**src/rtl/wdog_pkg.sv**
```systemverilog
package wdog_pkg;

  localparam int NSTAGE = 4;
  localparam int STG_W  = $clog2(NSTAGE);
  localparam int ADDR_W = 4;
  localparam int DATA_W = 32;
  localparam int NLINE  = 3;

  // reset line indices
  localparam int LN_CPU = 0;
  localparam int LN_SYS = 1;
  localparam int LN_AON = 2;

  localparam logic [DATA_W-1:0] UNLOCK_KEY = 32'h5AFE_C0DE;

  // register addresses
  localparam logic [ADDR_W-1:0] A_PROT = 4'd0;
  localparam logic [ADDR_W-1:0] A_CTRL = 4'd1;
  localparam logic [ADDR_W-1:0] A_FEED = 4'd2;
  localparam logic [ADDR_W-1:0] A_LEN  = 4'd3;
  localparam logic [ADDR_W-1:0] A_TMO0 = 4'd4;
  localparam logic [ADDR_W-1:0] A_ACT  = 4'd8;
  localparam logic [ADDR_W-1:0] A_STAT = 4'd9;

  typedef enum logic [2:0] {
    ACT_NONE = 3'd0,
    ACT_IRQ  = 3'd1,
    ACT_CPU  = 3'd2,
    ACT_SYS  = 3'd3,
    ACT_FULL = 3'd4
  } act_e;

  // pulse length in 100 ns units for a 3-bit code
  function automatic int unsigned pulse_units(input logic [2:0] code);
    case (code)
      3'd0: return 1;
      3'd1: return 2;
      3'd2: return 3;
      3'd3: return 4;
      3'd4: return 5;
      3'd5: return 8;
      3'd6: return 16;
      default: return 32;
    endcase
  endfunction

  // which reset lines an action code drives
  function automatic logic [NLINE-1:0] act_lines(input logic [2:0] code);
    logic [NLINE-1:0] v;
    v = '0;
    case (code)
      ACT_CPU:  v[LN_CPU] = 1'b1;
      ACT_SYS:  v[LN_SYS] = 1'b1;
      ACT_FULL: begin v[LN_SYS] = 1'b1; v[LN_AON] = 1'b1; end
      default:  v = '0;
    endcase
    return v;
  endfunction

  // stage expiry test: counter has run its full timeout (zero treated as one)
  function automatic logic tmo_reached(input logic [31:0] cnt, input logic [31:0] tmo);
    return ({1'b0, cnt} + 33'd1) >= {1'b0, tmo};
  endfunction

endpackage

```
**src/rtl/wdog_regs.sv**
```systemverilog
module wdog_regs
  import wdog_pkg::*;
#(
  parameter int TMO_W = 16
) (
  input  logic              clk,
  input  logic              rst_n,
  input  logic              wr_en,
  input  logic [ADDR_W-1:0] wr_addr,
  input  logic [DATA_W-1:0] wr_data,
  input  logic [ADDR_W-1:0] rd_addr,
  output logic [DATA_W-1:0] rd_data,
  output logic              en_o,
  output logic              feed_o,
  output logic [2:0]        len_cpu_o,
  output logic [2:0]        len_sys_o,
  output logic [TMO_W-1:0]  tmo_o [NSTAGE],
  output logic [2:0]        act_o [NSTAGE],
  input  logic [STG_W-1:0]  stage_i,
  input  logic              done_i
);

  logic prot_q;
  logic wr_ok;
  logic prot_wr;

  assign prot_wr = wr_en && (wr_addr == A_PROT);
  assign wr_ok   = wr_en && !prot_q && (wr_addr != A_PROT);
  assign feed_o  = wr_ok && (wr_addr == A_FEED);

  always_ff @(posedge clk or negedge rst_n) begin
    if (!rst_n) begin
      prot_q <= 1'b1;
    end else if (prot_wr) begin
      prot_q <= (wr_data != UNLOCK_KEY);
    end
  end

  always_ff @(posedge clk or negedge rst_n) begin
    if (!rst_n) begin
      en_o      <= 1'b0;
      len_cpu_o <= 3'd0;
      len_sys_o <= 3'd0;
    end else if (wr_ok) begin
      if (wr_addr == A_CTRL) en_o <= wr_data[0];
      if (wr_addr == A_LEN) begin
        len_sys_o <= wr_data[2:0];
        len_cpu_o <= wr_data[6:4];
      end
    end
  end

  for (genvar s = 0; s < NSTAGE; s++) begin : g_stage_cfg
    localparam logic [ADDR_W-1:0] MY_TMO = A_TMO0 + ADDR_W'(s);
    always_ff @(posedge clk or negedge rst_n) begin
      if (!rst_n) begin
        tmo_o[s] <= '1;
        act_o[s] <= ACT_NONE;
      end else if (wr_ok) begin
        if (wr_addr == MY_TMO) tmo_o[s] <= wr_data[TMO_W-1:0];
        if (wr_addr == A_ACT)  act_o[s] <= wr_data[3*s +: 3];
      end
    end
  end

  always_comb begin
    rd_data = '0;
    case (rd_addr)
      A_PROT: rd_data[0] = prot_q;
      A_CTRL: rd_data[0] = en_o;
      A_LEN:  begin rd_data[2:0] = len_sys_o; rd_data[6:4] = len_cpu_o; end
      A_ACT:  for (int s = 0; s < NSTAGE; s++) rd_data[3*s +: 3] = act_o[s];
      A_STAT: begin rd_data[STG_W-1:0] = stage_i; rd_data[STG_W] = done_i; end
      default: begin
        for (int s = 0; s < NSTAGE; s++)
          if (rd_addr == A_TMO0 + ADDR_W'(s)) rd_data[TMO_W-1:0] = tmo_o[s];
      end
    endcase
  end

  // a locked write leaves configuration untouched
  a_r3_locked_hold: assert property (@(posedge clk) disable iff (!rst_n)
    (prot_q && wr_en && wr_addr != A_PROT) |=>
      ($stable(en_o) && $stable(len_sys_o) && $stable(len_cpu_o) && $stable(tmo_o[0])));

  // the key always unlocks, any other value always locks
  a_r2_key_unlocks: assert property (@(posedge clk) disable iff (!rst_n)
    (prot_wr && wr_data == UNLOCK_KEY) |=> !prot_q);
  a_r2_other_locks: assert property (@(posedge clk) disable iff (!rst_n)
    (prot_wr && wr_data != UNLOCK_KEY) |=> prot_q);

endmodule

```
**src/rtl/wdog_seq.sv**
```systemverilog
module wdog_seq
  import wdog_pkg::*;
#(
  parameter int TMO_W = 16
) (
  input  logic             clk,
  input  logic             rst_n,
  input  logic             en_i,
  input  logic             feed_i,
  input  logic [TMO_W-1:0] tmo_i [NSTAGE],
  input  logic [2:0]       act_i [NSTAGE],
  output logic [STG_W-1:0] stage_o,
  output logic             done_o,
  output logic             irq_o,
  output logic             irq_set_o,
  output logic [NLINE-1:0] fire_o
);

  localparam logic [STG_W-1:0] LAST = STG_W'(NSTAGE - 1);

  logic [TMO_W-1:0] cnt_q;
  logic             expire;   // current stage has run out
  logic             take;     // expiry that is acted upon
  logic [2:0]       cur_act;

  assign cur_act   = act_i[stage_o];
  assign expire    = en_i && !done_o && tmo_reached(32'(cnt_q), 32'(tmo_i[stage_o]));
  assign take      = expire && !feed_i;
  assign fire_o    = take ? act_lines(cur_act) : '0;
  assign irq_set_o = take && (cur_act == ACT_IRQ);

  always_ff @(posedge clk or negedge rst_n) begin
    if (!rst_n) begin
      stage_o <= '0;
      cnt_q   <= '0;
      done_o  <= 1'b0;
    end else if (!en_i || feed_i) begin
      stage_o <= '0;
      cnt_q   <= '0;
      done_o  <= 1'b0;
    end else if (take) begin
      cnt_q <= '0;
      if (stage_o == LAST) done_o  <= 1'b1;
      else                 stage_o <= stage_o + 1'b1;
    end else if (!done_o) begin
      cnt_q <= cnt_q + 1'b1;
    end
  end

  always_ff @(posedge clk or negedge rst_n) begin
    if (!rst_n)               irq_o <= 1'b0;
    else if (!en_i || feed_i) irq_o <= 1'b0;
    else if (irq_set_o)       irq_o <= 1'b1;
  end

  // feed restarts at stage 0 with a cleared counter
  a_r10_feed_restart: assert property (@(posedge clk) disable iff (!rst_n)
    (en_i && feed_i) |=> (stage_o == '0 && cnt_q == '0 && !done_o));

  // final stage holds once expired
  a_r9_hold_last: assert property (@(posedge clk) disable iff (!rst_n)
    (en_i && done_o && !feed_i) |=> (done_o && stage_o == LAST));

  // an expiry before the last stage steps exactly one stage
  a_r4_step_one: assert property (@(posedge clk) disable iff (!rst_n)
    (take && stage_o != LAST) |=> (stage_o == $past(stage_o) + 1'b1 && cnt_q == '0));

  // disabled means back at stage 0
  a_r11_disabled_idle: assert property (@(posedge clk) disable iff (!rst_n)
    !en_i |=> (stage_o == '0 && !done_o));

  // an action of none or a spare code fires nothing
  a_r5_none_quiet: assert property (@(posedge clk) disable iff (!rst_n)
    (expire && (cur_act == ACT_NONE || cur_act > ACT_FULL)) |-> (fire_o == '0 && !irq_set_o));

endmodule

```
**src/rtl/wdog_pulse.sv**
```systemverilog
module wdog_pulse
  import wdog_pkg::*;
#(
  parameter int CLKS_PER_100NS = 2
) (
  input  logic       clk,
  input  logic       rst_n,
  input  logic       fire_i,
  input  logic [2:0] code_i,
  output logic       pulse_o
);

  localparam int MAX_LEN = 32 * CLKS_PER_100NS;
  localparam int CW      = $clog2(MAX_LEN + 1);

  logic [CW-1:0] left_q;
  logic [CW-1:0] load_len;

  assign load_len = CW'(pulse_units(code_i) * CLKS_PER_100NS);
  assign pulse_o  = (left_q != '0);

  always_ff @(posedge clk or negedge rst_n) begin
    if (!rst_n)             left_q <= '0;
    else if (fire_i)        left_q <= load_len;
    else if (left_q != '0)  left_q <= left_q - 1'b1;
  end

  // a fired pulse is high on the next cycle
  a_r8_fire_starts: assert property (@(posedge clk) disable iff (!rst_n)
    fire_i |=> pulse_o);

  // without a new fire the pulse never grows
  a_r8_only_shrinks: assert property (@(posedge clk) disable iff (!rst_n)
    !fire_i |=> (left_q <= $past(left_q)));

endmodule

```
**src/rtl/wdog_escalator.sv**
```systemverilog
module wdog_escalator
  import wdog_pkg::*;
#(
  parameter int TMO_W          = 16,
  parameter int CLKS_PER_100NS = 2
) (
  input  logic        clk,
  input  logic        rst_n,
  input  logic        wr_en,
  input  logic [3:0]  wr_addr,
  input  logic [31:0] wr_data,
  input  logic [3:0]  rd_addr,
  output logic [31:0] rd_data,
  output logic        irq_o,
  output logic        cpu_rst_o,
  output logic        sys_rst_o,
  output logic        aon_rst_o
);

  logic             en;
  logic             feed;
  logic [2:0]       len_cpu;
  logic [2:0]       len_sys;
  logic [TMO_W-1:0] tmo [NSTAGE];
  logic [2:0]       act [NSTAGE];
  logic [STG_W-1:0] stage;
  logic             done;
  logic             irq_set;
  logic [NLINE-1:0] fire;
  logic [NLINE-1:0] pulse;
  logic [2:0]       line_code [NLINE];

  wdog_regs #(.TMO_W(TMO_W)) u_regs (
    .clk(clk), .rst_n(rst_n),
    .wr_en(wr_en), .wr_addr(wr_addr), .wr_data(wr_data),
    .rd_addr(rd_addr), .rd_data(rd_data),
    .en_o(en), .feed_o(feed), .len_cpu_o(len_cpu), .len_sys_o(len_sys),
    .tmo_o(tmo), .act_o(act), .stage_i(stage), .done_i(done)
  );

  wdog_seq #(.TMO_W(TMO_W)) u_seq (
    .clk(clk), .rst_n(rst_n), .en_i(en), .feed_i(feed),
    .tmo_i(tmo), .act_i(act),
    .stage_o(stage), .done_o(done), .irq_o(irq_o),
    .irq_set_o(irq_set), .fire_o(fire)
  );

  for (genvar l = 0; l < NLINE; l++) begin : g_line
    assign line_code[l] = (l == LN_CPU) ? len_cpu : len_sys;
    wdog_pulse #(.CLKS_PER_100NS(CLKS_PER_100NS)) u_pulse (
      .clk(clk), .rst_n(rst_n), .fire_i(fire[l]),
      .code_i(line_code[l]), .pulse_o(pulse[l])
    );
  end

  assign cpu_rst_o = pulse[LN_CPU];
  assign sys_rst_o = pulse[LN_SYS];
  assign aon_rst_o = pulse[LN_AON];

  // the interrupt only rises on an interrupt-action expiry
  a_r6_irq_source: assert property (@(posedge clk) disable iff (!rst_n)
    $rose(irq_o) |-> $past(irq_set));

  // the always-on line is never pulsed without the system line
  a_r7_aon_with_sys: assert property (@(posedge clk) disable iff (!rst_n)
    $rose(aon_rst_o) |-> sys_rst_o);

endmodule

```
**config.mk**
```make
export PLATFORM = sky130hd
export DESIGN_NAME = wdog_escalator
export DESIGN_NICKNAME = d
export VERILOG_FILES = /design/src/rtl/wdog_pkg.sv /design/src/rtl/wdog_regs.sv /design/src/rtl/wdog_seq.sv /design/src/rtl/wdog_pulse.sv /design/src/rtl/wdog_escalator.sv
export SDC_FILE = /design/constraint.sdc
export NUM_CORES = 1
export LEC_CHECK = 0
export ABC_AREA = 1
export BUFFER_PORTS_ARGS = -buffer_cell sky130_fd_sc_hd__buf_4
export CORE_MARGIN = 3
export CORE_UTILIZATION = 50
export CTS_CLUSTER_DIAMETER = 150
export DETAILED_ROUTE_END_ITERATION = 7
export PLACE_DENSITY_LB_ADDON = 0.08
export SYNTH_ARGS = -nofsm -noshare
export SYNTH_HDL_FRONTEND = slang
export SYNTH_SLANG_ARGS = --single-unit
```
**constraint.sdc**
```tcl
create_clock -name clk -period 3.7 [get_ports clk]
set_input_delay 0.74 -clock clk [delete_from_list [all_inputs] [get_ports clk]]
set_output_delay 0.74 -clock clk [all_outputs]
set_load 0.005 [all_outputs]
```
==> results.sh <==
export IMPL_antenna_left=0
export IMPL_worstMarginPinSlew_ns=1.12
export IMPL_fin_tns_setup_ns=0
export IMPL_synth_top_flop_cell="dfstp_2"
export IMPL_die_area_um2=16500
export IMPL_clock_skew_ns=0.0103
export IMPL_rows=44
export IMPL_htreeDepth=4
export IMPL_synthCells=998
export IMPL_cts_tree="yes"
export IMPL_ir_worst_vdd_mv=0.402
export IMPL_gp_congestion=0.894
export IMPL_area_delta_synth_final_pct=16.3
export IMPL_finalWirelength_um=20000
export IMPL_cts_resized_gates=0
export IMPL_clock_fmax_mhz=305
export IMPL_finalSetupViolCount=0
export IMPL_synth_distinct_cells=48
export IMPL_status="complete, no violations"
export IMPL_start_util_pct=51.5
export IMPL_crit_chain="ha_1 -> nand2_1 -> nor2_2 -> nand3b_4 -> nor3_1 -> xnor2_1 -> inv_1 -> ha_1 -> and3_1 -> nand3_1 -> nor2_1 -> nand2_2 -> nand2_2 -> nand2_1 -> nor2_2 -> nor2_4 -> nand3_1 -> nand2_1"
export IMPL_maxCapViolations=0
export IMPL_yosys_area_top_type="dfstp_2"
export IMPL_cpLargestDelayFamily="simple AND/OR/NAND/NOR gates"
export IMPL_clk_latency_ns=0.43
export IMPL_post_cts_setup_buffer_count=0
export IMPL_clock_sinks=125
export IMPL_clk_pin_slew_worst_paths_ns=0.06
export IMPL_synth_top_cell_area_share_pct=22.7
export IMPL_min_period_over_period_pct=88.8
export IMPL_io_buffers=62
export IMPL_nFillCells=1345
export IMPL_slowest_stage="dfrtp_1"
export IMPL_drive_gt1_share_pct=18.4
export IMPL_num_io_pins=79
export IMPL_required_ns=4.01
export IMPL_cts_hold_buf=0
export IMPL_vias=6795
export IMPL_root_buffer="clkbuf_16"
export IMPL_cp_max_fo=10
export IMPL_grt_max_degree=58
export IMPL_synthTopCellsByCount="nand2_1, o21ai_0, inv_1, nand3_1, nor2_1"
export IMPL_avgSynthCellArea_um2=7.52
export IMPL_yosys_warnings=0
export IMPL_p_leak_nw=4.17
export IMPL_grt_overflow_total=0
export IMPL_crit_cells=18
export IMPL_slew_viol_final=0
export IMPL_crit_top_cell="nand2_1"
export IMPL_worst_setup_path_end_kind="flip-flop"
export IMPL_grt_pass1_vias=6396
export IMPL_dp_hpwl_um=14000
export IMPL_ff2ff_path_depth=18
export IMPL_p_per_area_nw_per_um2=635
export IMPL_wl_per_cell_um=15.9
export IMPL_drt_iter0_drc=420
export IMPL_fin_util_pct=59.8
export IMPL_die_y_um=129
export IMPL_critical_path_class="reg -> reg"
export IMPL_cts_buffers=17
export IMPL_crit_buf_inv=1
export IMPL_async_flop_share_pct=100
export IMPL_hold_ws_ns=0.390
export IMPL_grt_pass1_wl_um=32900
export IMPL_synth_seq_area_share_pct=42.7
export IMPL_viasPerCell=5.42
export IMPL_hold_viol=0
export IMPL_min_path_type="in -> async"
export IMPL_critPathMaxStageDelay_ns=0.42
export IMPL_grt_total_usage_pct=25.5
export IMPL_final_nets=1120
export IMPL_chipWidth_um=129
export IMPL_post_route_drc_count=0
export IMPL_start_kind="flip-flop"
export IMPL_core_area_um2=14600
export IMPL_synth_area_leaders="dfstp_2, dfrtp_1, nand2_1"
export IMPL_drtPass1Iterations=5
export IMPL_yosysMostFrequentCell="nand2_1"
export IMPL_synth_edf_count=0
export IMPL_yosys_register_bits=125
export IMPL_grt_setup_unrepaired="false"
export IMPL_slew_headroom_pct=25.2
export IMPL_min_period_ns=3.28
export IMPL_clockBufferDepth=2
export IMPL_netlist_area_um2=7510
export IMPL_grt_antenna_before_repair=0
export IMPL_diodes=0
export IMPL_cp_arrival_ns=3.59
-- area by class of cell --
cell class / count / area, µm² / area share (%)
Tap cell: 184 / 230 / 2.64
Timing Repair Buffer: 79 / 606 / 6.94
Inverter: 110 / 413 / 4.73
Clock inverter: 7 / 97.6 / 1.12
Clock buffer: 25 / 538 / 6.16
Multi-Input combinational cell: 723 / 3640 / 41.7
Sequential cell: 125 / 3210 / 36.8
-- state kept, by name, summed over array words and instances (netlist names) --
name / cells
u_seq.stage_o: 2
u_seq.cnt_q: 16
u_regs.prot_q: 1
u_regs.act_o: 12
u_regs.tmo_o: 64
g_line.u_pulse.left_q: 21
u_regs.len_cpu_o: 3
u_seq.done_o: 1
u_regs.en_o: 1
u_regs.len_sys_o: 3
u_seq.irq_o: 1
-- worst register-to-register path: stages, from the launching register on --
cell,delay [ns]
dfrtp_1,0.42
ha_1,0.20
nand2_1,0.08
nor2_2,0.20
nand3b_4,0.14
nor3_1,0.20
xnor2_1,0.17
inv_1,0.06
ha_1,0.30
and3_1,0.18
nand3_1,0.08
nor2_1,0.13
nand2_2,0.07
nand2_2,0.16
nand2_1,0.11
nor2_2,0.35
nor2_4,0.13
nand3_1,0.10
nand2_1,0.07
-- stage by stage --
step                      setup slack [ns]  power, mW  instances  area [µm²]
after global placement               0.534       3.75       1221        8090
after global routing                0.0430       5.95       1253        8730
after detailed placement             0.422       3.78       1221        8090
after CTS                            0.410       5.56       1253        8730
after floorplan                      0.917       3.31       1013        7560
final                                0.416       5.55       1253        8730
-- layout by cell type (no fill, tap or decap), types with 2 or more instances in the layout --
cell type	count
clkinv_4	2
o21ai_1	6
nand4_1	11
a21oi_1	45
buf_4	78
nand2_1	257
nor2_1	68
clkbuf_16	19
nand4_2	2
nor2_2	3
clkinvlp_4	2
a211oi_1	2
xor2_1	12
nor4_1	2
dfrtp_1	60
o31ai_1	6
conb_1	16
ha_1	21
o2111ai_1	3
and3_1	2
nor3_1	10
xnor2_1	12
clkinv_1	2
dfstp_2	65
inv_2	3
bufinv_16	2
o21ai_2	5
o21ai_0	132
nand2_2	4
o22ai_1	3
nor2_4	2
clkbuf_1	2
a311oi_1	2
nand3_1	76
o211ai_1	8
clkbuf_8	4
inv_1	105
-- cells by family (layout without fill, tap and decap cells) --
family | Yosys count | after routing | synth area share, %
xor+xnor | 24 | 24 | 2.80
fa+ha+maj | 21 | 21 | 3.50
buf+inv | 165 | 221 | 9.58
simple gates | 443 | 443 | 25.4
other cells | 1 | 16 | 0.0499
flops | 125 | 125 | 42.7
compound gates | 219 | 219 | 16.0
-- metal layers --
metal / global-route usage (%) / wire length, µm / vias to the layer above
met5: 0 / 0 / -
met4: 11.1 / 528 / 0
met3: 4.98 / 1050 / 42
met2: 39.0 / 9110 / 202
met1: 35.4 / 9300 / 3167
li1: - / - / 3384
-- final timing paths --
| path | from | endpoint | slack [ns] |
|---|---|---|---|
| max in group asynchronous | rst_n | u_regs.tmo_o[54]$_DFFE_PN1P_ | 2.46 |
| worst min-delay path | rst_n | u_seq.cnt_q[9]$_DFFE_PN0P_ | 0.39 |
| worst max register to register | u_seq.cnt_q[0]$_DFFE_PN0P_ | u_seq.cnt_q[10]$_DFFE_PN0P_ | 0.42 |
| worst max-delay path | u_seq.cnt_q[0]$_DFFE_PN0P_ | u_seq.cnt_q[10]$_DFFE_PN0P_ | 0.42 |
| min in group clk | u_regs.tmo_o[8]$_DFFE_PN1P_ | u_regs.tmo_o[8]$_DFFE_PN1P_ | 0.49 |
| worst min register to register | u_regs.tmo_o[8]$_DFFE_PN1P_ | u_regs.tmo_o[8]$_DFFE_PN1P_ | 0.49 |
-- report_power, final --
| part | internal, mW | switching (mW) |
|---|---|---|
| clock network | 1.14 | 0.618 |
| logic | 0.628 | 0.985 |
| registers | 1.87 | 0.301 |
| total | 3.64 | 1.90 |
No activity file was read; power rests on OpenSTA's default activity.
